File: config.mk
export PLATFORM = sky130hd
export DESIGN_NAME = i2c_cdac_ctrl
export DESIGN_NICKNAME = d
export VERILOG_FILES = /design/src/rtl/cdac_pkg.sv /design/src/rtl/i2c_line_sync.sv /design/src/rtl/i2c_tgt_engine.sv /design/src/rtl/cdac_chan_regs.sv /design/src/rtl/i2c_cdac_ctrl.sv
export SDC_FILE = /design/constraint.sdc
export NUM_CORES = 1
export LEC_CHECK = 0
export BUFFER_PORTS_ARGS = -buffer_cell sky130_fd_sc_hd__buf_2
export CORE_MARGIN = 2
export CORE_UTILIZATION = 55
export CTS_BUF_LIST = sky130_fd_sc_hd__clkbuf_8
export DETAILED_ROUTE_END_ITERATION = 8
export PLACE_DENSITY = 0.72
export SETUP_SLACK_MARGIN = 0.1
export SYNTH_ARGS = -nofsm -noshare
export SYNTH_HDL_FRONTEND = slang
export SYNTH_SLANG_ARGS = --single-unit
File: constraint.sdc
create_clock -name clk_i -period 4.7 [get_ports clk_i]
set_input_delay 0.235 -clock clk_i [delete_from_list [all_inputs] [get_ports clk_i]]
set_output_delay 0.235 -clock clk_i [all_outputs]
set_load 0.1 [all_outputs]
File: src/rtl/cdac_pkg.sv
package cdac_pkg;
  typedef enum logic [1:0] {ST_IDLE, ST_RX, ST_ACK, ST_TX} bus_st_e;
  typedef enum logic [1:0] {BY_ADDR, BY_PTR, BY_DATA} byte_kind_e;
endpackage

File: src/rtl/i2c_line_sync.sv
module i2c_line_sync #(
  parameter int STAGES = 2
) (
  input  logic clk_i,
  input  logic rst_ni,
  input  logic scl_i,
  input  logic sda_i,
  output logic scl_o,
  output logic sda_o,
  output logic scl_rise_o,
  output logic scl_fall_o,
  output logic start_o,
  output logic stop_o
);
  logic [STAGES-1:0] scl_pipe, sda_pipe;
  logic scl_q, sda_q;

  always_ff @(posedge clk_i or negedge rst_ni) begin
    if (!rst_ni) begin
      scl_pipe <= '1;
      sda_pipe <= '1;
      scl_q    <= 1'b1;
      sda_q    <= 1'b1;
    end else begin
      scl_pipe <= {scl_pipe[STAGES-2:0], scl_i};
      sda_pipe <= {sda_pipe[STAGES-2:0], sda_i};
      scl_q    <= scl_pipe[STAGES-1];
      sda_q    <= sda_pipe[STAGES-1];
    end
  end

  assign scl_o      = scl_pipe[STAGES-1];
  assign sda_o      = sda_pipe[STAGES-1];
  assign scl_rise_o = scl_o & ~scl_q;
  assign scl_fall_o = ~scl_o & scl_q;
  // SDA edge with SCL high on both samples
  assign start_o    = scl_o & scl_q & sda_q & ~sda_o;
  assign stop_o     = scl_o & scl_q & ~sda_q & sda_o;
endmodule

File: src/rtl/i2c_tgt_engine.sv
module i2c_tgt_engine
  import cdac_pkg::*;
#(
  parameter logic [6:0] DEV_ADDR = 7'h48
) (
  input  logic       clk_i,
  input  logic       rst_ni,
  input  logic       sda_i,
  input  logic       scl_rise_i,
  input  logic       scl_fall_i,
  input  logic       start_i,
  input  logic       stop_i,
  input  logic [7:0] rd_data_i,
  output logic       sda_oe_o,
  output logic       wr_en_o,
  output logic [7:0] ptr_o,
  output logic [7:0] wr_data_o,
  output bus_st_e    state_o
);
  localparam int CNT_W = 4;
  localparam logic [CNT_W-1:0] BYTE_BITS = CNT_W'(8);

  bus_st_e        state;
  byte_kind_e     kind;
  logic [CNT_W-1:0] bit_cnt;
  logic [7:0]     rx_sh, tx_sh, ptr;
  logic           rw;

  always_ff @(posedge clk_i or negedge rst_ni) begin
    if (!rst_ni) begin
      state    <= ST_IDLE;
      kind     <= BY_ADDR;
      bit_cnt  <= '0;
      rx_sh    <= '0;
      tx_sh    <= '0;
      ptr      <= '0;
      rw       <= 1'b0;
      sda_oe_o <= 1'b0;
      wr_en_o  <= 1'b0;
    end else begin
      wr_en_o <= 1'b0;
      if (start_i) begin
        state    <= ST_RX;
        kind     <= BY_ADDR;
        bit_cnt  <= '0;
        sda_oe_o <= 1'b0;
      end else if (stop_i) begin
        state    <= ST_IDLE;
        sda_oe_o <= 1'b0;
      end else begin
        unique case (state)
          ST_RX: begin
            if (scl_rise_i) begin
              rx_sh   <= {rx_sh[6:0], sda_i};
              bit_cnt <= bit_cnt + 1'b1;
            end else if (scl_fall_i && bit_cnt == BYTE_BITS) begin
              bit_cnt <= '0;
              if (kind == BY_ADDR && rx_sh[7:1] != DEV_ADDR) begin
                state <= ST_IDLE;            // foreign target: park until START
              end else begin
                if (kind == BY_ADDR) rw <= rx_sh[0];
                if (kind == BY_PTR)  ptr <= rx_sh;
                state    <= ST_ACK;
                sda_oe_o <= 1'b1;
              end
            end
          end
          ST_ACK: begin
            if (scl_fall_i) begin
              sda_oe_o <= 1'b0;
              unique case (kind)
                BY_ADDR: begin
                  if (rw) begin
                    state    <= ST_TX;
                    tx_sh    <= rd_data_i;
                    sda_oe_o <= ~rd_data_i[7];
                    bit_cnt  <= '0;
                  end else begin
                    state <= ST_RX;
                    kind  <= BY_PTR;
                  end
                end
                BY_PTR: begin
                  state <= ST_RX;
                  kind  <= BY_DATA;
                end
                default: begin
                  state   <= ST_IDLE;
                  wr_en_o <= 1'b1;           // commit after data ACK clock
                end
              endcase
            end
          end
          ST_TX: begin
            if (scl_rise_i) begin
              bit_cnt <= bit_cnt + 1'b1;
            end else if (scl_fall_i) begin
              if (bit_cnt == BYTE_BITS) begin
                state    <= ST_IDLE;
                sda_oe_o <= 1'b0;
              end else begin
                tx_sh    <= {tx_sh[6:0], 1'b0};
                sda_oe_o <= ~tx_sh[6];
              end
            end
          end
          default: ;
        endcase
      end
    end
  end

  assign ptr_o     = ptr;
  assign wr_data_o = rx_sh;
  assign state_o   = state;
endmodule

File: src/rtl/cdac_chan_regs.sv
module cdac_chan_regs #(
  parameter int         NCH       = 2,
  parameter int         MAG_W     = 4,
  parameter logic [7:0] BASE_ADDR = 8'hF8
) (
  input  logic                 clk_i,
  input  logic                 rst_ni,
  input  logic                 wr_en_i,
  input  logic [7:0]           addr_i,
  input  logic [7:0]           wr_data_i,
  output logic [7:0]           rd_data_o,
  output logic [NCH*MAG_W-1:0] mag_o,
  output logic [NCH-1:0]       src_en_o,
  output logic [NCH-1:0]       snk_en_o
);
  localparam int SIGN_BIT = 7;

  logic [7:0]     regs [NCH];
  logic [NCH-1:0] hit;

  for (genvar g = 0; g < NCH; g++) begin : g_ch
    localparam logic [7:0] CH_ADDR = 8'(int'(BASE_ADDR) + g);
    logic [MAG_W-1:0] mag;
    logic             nz;

    assign hit[g] = (addr_i == CH_ADDR);

    always_ff @(posedge clk_i or negedge rst_ni) begin
      if (!rst_ni)                regs[g] <= '0;
      else if (wr_en_i && hit[g]) regs[g] <= wr_data_i;
    end

    assign mag                      = regs[g][MAG_W-1:0];
    assign nz                       = |mag;
    assign mag_o[g*MAG_W +: MAG_W]  = mag;
    assign src_en_o[g]              = nz &  regs[g][SIGN_BIT];
    assign snk_en_o[g]              = nz & ~regs[g][SIGN_BIT];
  end

  always_comb begin
    rd_data_o = '0;
    for (int i = 0; i < NCH; i++)
      if (hit[i]) rd_data_o = regs[i];
  end
endmodule

File: src/rtl/i2c_cdac_ctrl.sv
module i2c_cdac_ctrl
  import cdac_pkg::*;
#(
  parameter int         NCH       = 2,
  parameter int         MAG_W     = 4,
  parameter int         SYNC_STG  = 2,
  parameter logic [6:0] DEV_ADDR  = 7'h48,
  parameter logic [7:0] BASE_ADDR = 8'hF8
) (
  input  logic                 clk_i,
  input  logic                 rst_ni,
  input  logic                 scl_i,
  input  logic                 sda_i,
  output logic                 sda_oe_o,
  output logic [NCH*MAG_W-1:0] mag_o,
  output logic [NCH-1:0]       src_en_o,
  output logic [NCH-1:0]       snk_en_o
);
  logic scl_s, sda_s, scl_rise, scl_fall, bus_start, bus_stop;
  logic wr_en;
  logic [7:0] ptr, wr_data, rd_data;
  bus_st_e eng_st;

  i2c_line_sync #(.STAGES(SYNC_STG)) u_sync (
    .clk_i, .rst_ni, .scl_i, .sda_i,
    .scl_o(scl_s), .sda_o(sda_s),
    .scl_rise_o(scl_rise), .scl_fall_o(scl_fall),
    .start_o(bus_start), .stop_o(bus_stop)
  );

  i2c_tgt_engine #(.DEV_ADDR(DEV_ADDR)) u_eng (
    .clk_i, .rst_ni,
    .sda_i(sda_s), .scl_rise_i(scl_rise), .scl_fall_i(scl_fall),
    .start_i(bus_start), .stop_i(bus_stop),
    .rd_data_i(rd_data), .sda_oe_o,
    .wr_en_o(wr_en), .ptr_o(ptr), .wr_data_o(wr_data), .state_o(eng_st)
  );

  cdac_chan_regs #(.NCH(NCH), .MAG_W(MAG_W), .BASE_ADDR(BASE_ADDR)) u_regs (
    .clk_i, .rst_ni,
    .wr_en_i(wr_en), .addr_i(ptr), .wr_data_i(wr_data), .rd_data_o(rd_data),
    .mag_o, .src_en_o, .snk_en_o
  );
endmodule

==> metrics.yaml <==
synthesis:
  synthesis.nets: 239
  synth_cell_types: 48
  synthDominantCellAreaShare_pct: 45.7
  synthAdderAreaFrac_pct: 0.915
  synthTopCellsByArea: "dfrtp_1 (46%), mux2_2 (14%), dfstp_2 (5.8%)"
  synth_seq_cells: 56
  yosysTopAreaCell: "dfrtp_1"
  synth_xor_area_share_pct: 0.320
  synthMuxAreaShare_pct: 17.7
  synth_compound_area_share_pct: 10.2
  synth-main-ff-cell: "dfrtp_1"
  synth_warnings: 0
  avgSynthCellArea_um2: 11.7
  synth_top_family_by_area: "multiplexers"
  ys_seq_area_share_pct: 51.5
  synthCells: 233
  synth_async_sr_flop_share_pct: 100
  synth_common_cells: "dfrtp_1 (50), mux2_2 (34), nor2_1 (18)"
  synthSimpleGateAreaFrac_pct: 15.0
  synth_edf_count: 0
  yosysMostFrequentCell: "dfrtp_1"
  synth_area_um2: 2740
route:
  wl_um: 4770
  route.detailed.drc: 0
  routed-via-count: 1763
  drtAntennaViolNets: 0
  viasPerCell: 5.69
  wl_per_cell_um: 15.4
  drt-pass1-iter-count: 4
  first_iter_violations: 108
power:
  swShare_pct: 25.4
  power_density_nw_per_um2: 287
  combPwrFrac_pct: 5.3
  internal-power_uw: 625
  ir_drop_v: 0.000175
  seqPwrFrac_pct: 61.0
  clock_power_share_pct: 33.7
  totalPowerFinal_uw: 838
  switching_power_uw: 213
  p_leak_nw: 1.33
floorplan:
  io-pin-count: 17
  chipHeight_um: 74.5
  die_x_um: 74.5
  placementRows: 25
  dieArea_um2: 5550
  initial_core_util_pct: 57.5
  core_area_um2: 4750
setup_path:
  crit_type: "reg2reg"
  reg2reg_from: "u_eng.state_o[0]"
  cp_cell_sequence: "nor4b_1, a21oi_1, nor2_2, mux2_2"
  cp.required_ps: 4910
  cp_num_buf_inv: 0
  critical_path_arrival_ps: 2240
  crit_path_max_fanout: 13
  critPathSlowestCell: "dfrtp_1"
  r2r_cells: 4
  rrSetupSlack_ps: 2670
  cpPeakStageDelay_ps: 550
  crit_family: "simple AND/OR/NAND/NOR gates"
  end_kind: "flop"
  r2r_end: "u_eng.tx_sh[0]"
  start_kind: "flop"
placed_design:
  placement.cell_area_um2: 2800
  preCtsSetupSlack_ps: 2720
  io_buffer_count: 16
  dp.cells: 300
  hpwlAfterDp_um: 3380
  globalplace.congestion: 0.872
sta:
  period_needed_ps: 2030
  slew_headroom_pct: 52.5
  max_freq_ghz: 0.494
  rsz0062_at_grt: "false"
  setup_ws_ps: 2670
  fin_skew_ps: 10.2
  hold_violations: 0
  setup_violations: 0
  period_share_pct: 43.1
  tightest_slew_ps: 707
  tns_ps: 0
  slew_violations: 0
clock_tree:
  hold_buffers: 2
  clkSinkCount: 56
  post_cts_resized: 0
  cts_htree_levels: 2
  clk_latency_ps: 320
  clkTransAtPathRegs_ps: 110
  cts_buffer_depth: 2
  cts_tree: "done"
  post_cts_buffers: 0
  root_buffer: "clkbuf_8"
  cts_inserted_buffers: 5
final_layout:
  layout-drive-gt1-share_pct: 31.3
  diodes: 0
  layout.nets: 248
  area_growth_pct: 6.82
  fin_area_um2: 2920
  final_cells: 310
run:
  max_cap_violations: 0
grt:
  grt_pass1_vias: 1674
  antenna_found_initial: 0
  grt_max_degree: 57
  grt_use_met3_pct: 4.07
  grt_pass1_wl_um: 8380
  use_met2_pct: 27.7
  grt_use_met1_pct: 31.6
  top_usage_layer: "met1"
  grt_usage_pct: 20.2
  grt.overflow.total: 0
status:
  status: "finished, final reports clean"
worst_hold_path:
  hold_path.class: "in2async"
worst register-to-register path: cells and delay by family (launching register included):
family          cells  cell delay [ps]
compound gates      1              120
simple gates        2              870
flops               1              550
mux                 1              380
placed cells by master, fill, tap and decap left out, types with 6 or more instances in the layout:
master and n:
a21oi_1 11, a2bb2oi_1 6, buf_2 16, dfrtp_1 50, dfstp_2 6, mux2_2 34
mux2i_1 10, nand2_1 12, nor2_1 18, nor2b_1 6, o21ai_0 9
final cells by class:
class	instances	area, um^2
Clock buffer	5	68.8
Tap cell	67	83.8
Multi-Input combinational cell	155	1200
Inverter	5	18.8
Clock inverter	3	28.8
Fill cell	427	1830
Timing Repair Buffer	19	108
Sequential cell	56	1410
power groups by stage:
stage | combinational (mW) | sequential [mW] | clock [mW]
floorplan | 0.0307 | 0.512 | 0
global placement | 0.0436 | 0.519 | 0
detailed placement | 0.0441 | 0.520 | 0
CTS | 0.0455 | 0.511 | 0.293
global route | 0.0513 | 0.513 | 0.314
finish | 0.0445 | 0.511 | 0.283
worst max path at each step:
stage,from,to,slack (ps),cells past startpoint
final,u_eng.state_o[0],u_eng.tx_sh[0],2670,4
after global routing,u_eng.state_o[0],u_eng.tx_sh[0],2480,4
after CTS,u_eng.state_o[0],u_eng.tx_sh[0],2690,4
after detailed placement,u_eng.state_o[0],u_eng.tx_sh[0],2720,4
after global placement,u_eng.bit_cnt[0],u_eng.ptr_o[3],2780,6
after floorplan,u_regs.mag_o[3],src_en_o[0],2700,2
state kept, by name, indices dropped and copies added, names as in the netlist, 2 cells and up:
register / cells
u_sync.sda_pipe: 2
u_sync.scl_pipe: 2
u_eng.state_o: 2
u_regs.regs: 8
u_eng.bit_cnt: 4
u_eng.tx_sh: 7
u_eng.wr_data_o: 8
u_eng.kind: 2
u_eng.ptr_o: 8
u_regs.mag_o: 8
per-layer routing:
metal / vias up / wire [um]
met5: - / 0
met4: 0 / 78
met3: 7 / 105
met2: 25 / 2060
met1: 878 / 2520
li1: 853 / -
through the flow:
stage	util, %	hold WS (ps)
after floorplan	-	-60.6
after global placement	59.0	340
after detailed placement	59.0	342
after CTS	61.4	46.3
after global routing	61.4	96.2
final	61.4	23.9
kinds of logic (layout without fill, tap and decap cells):
group	count (synthesis)	after routing
XOR/XNOR	1	1
adder cells (fa/ha/maj)	2	2
AO/OA/AOI/OAI	38	38
multiplexers	44	44
flip-flops	56	56
AND/OR/NAND/NOR	70	70
buffers and inverters	22	32
(Power assumes the default switching activity.)
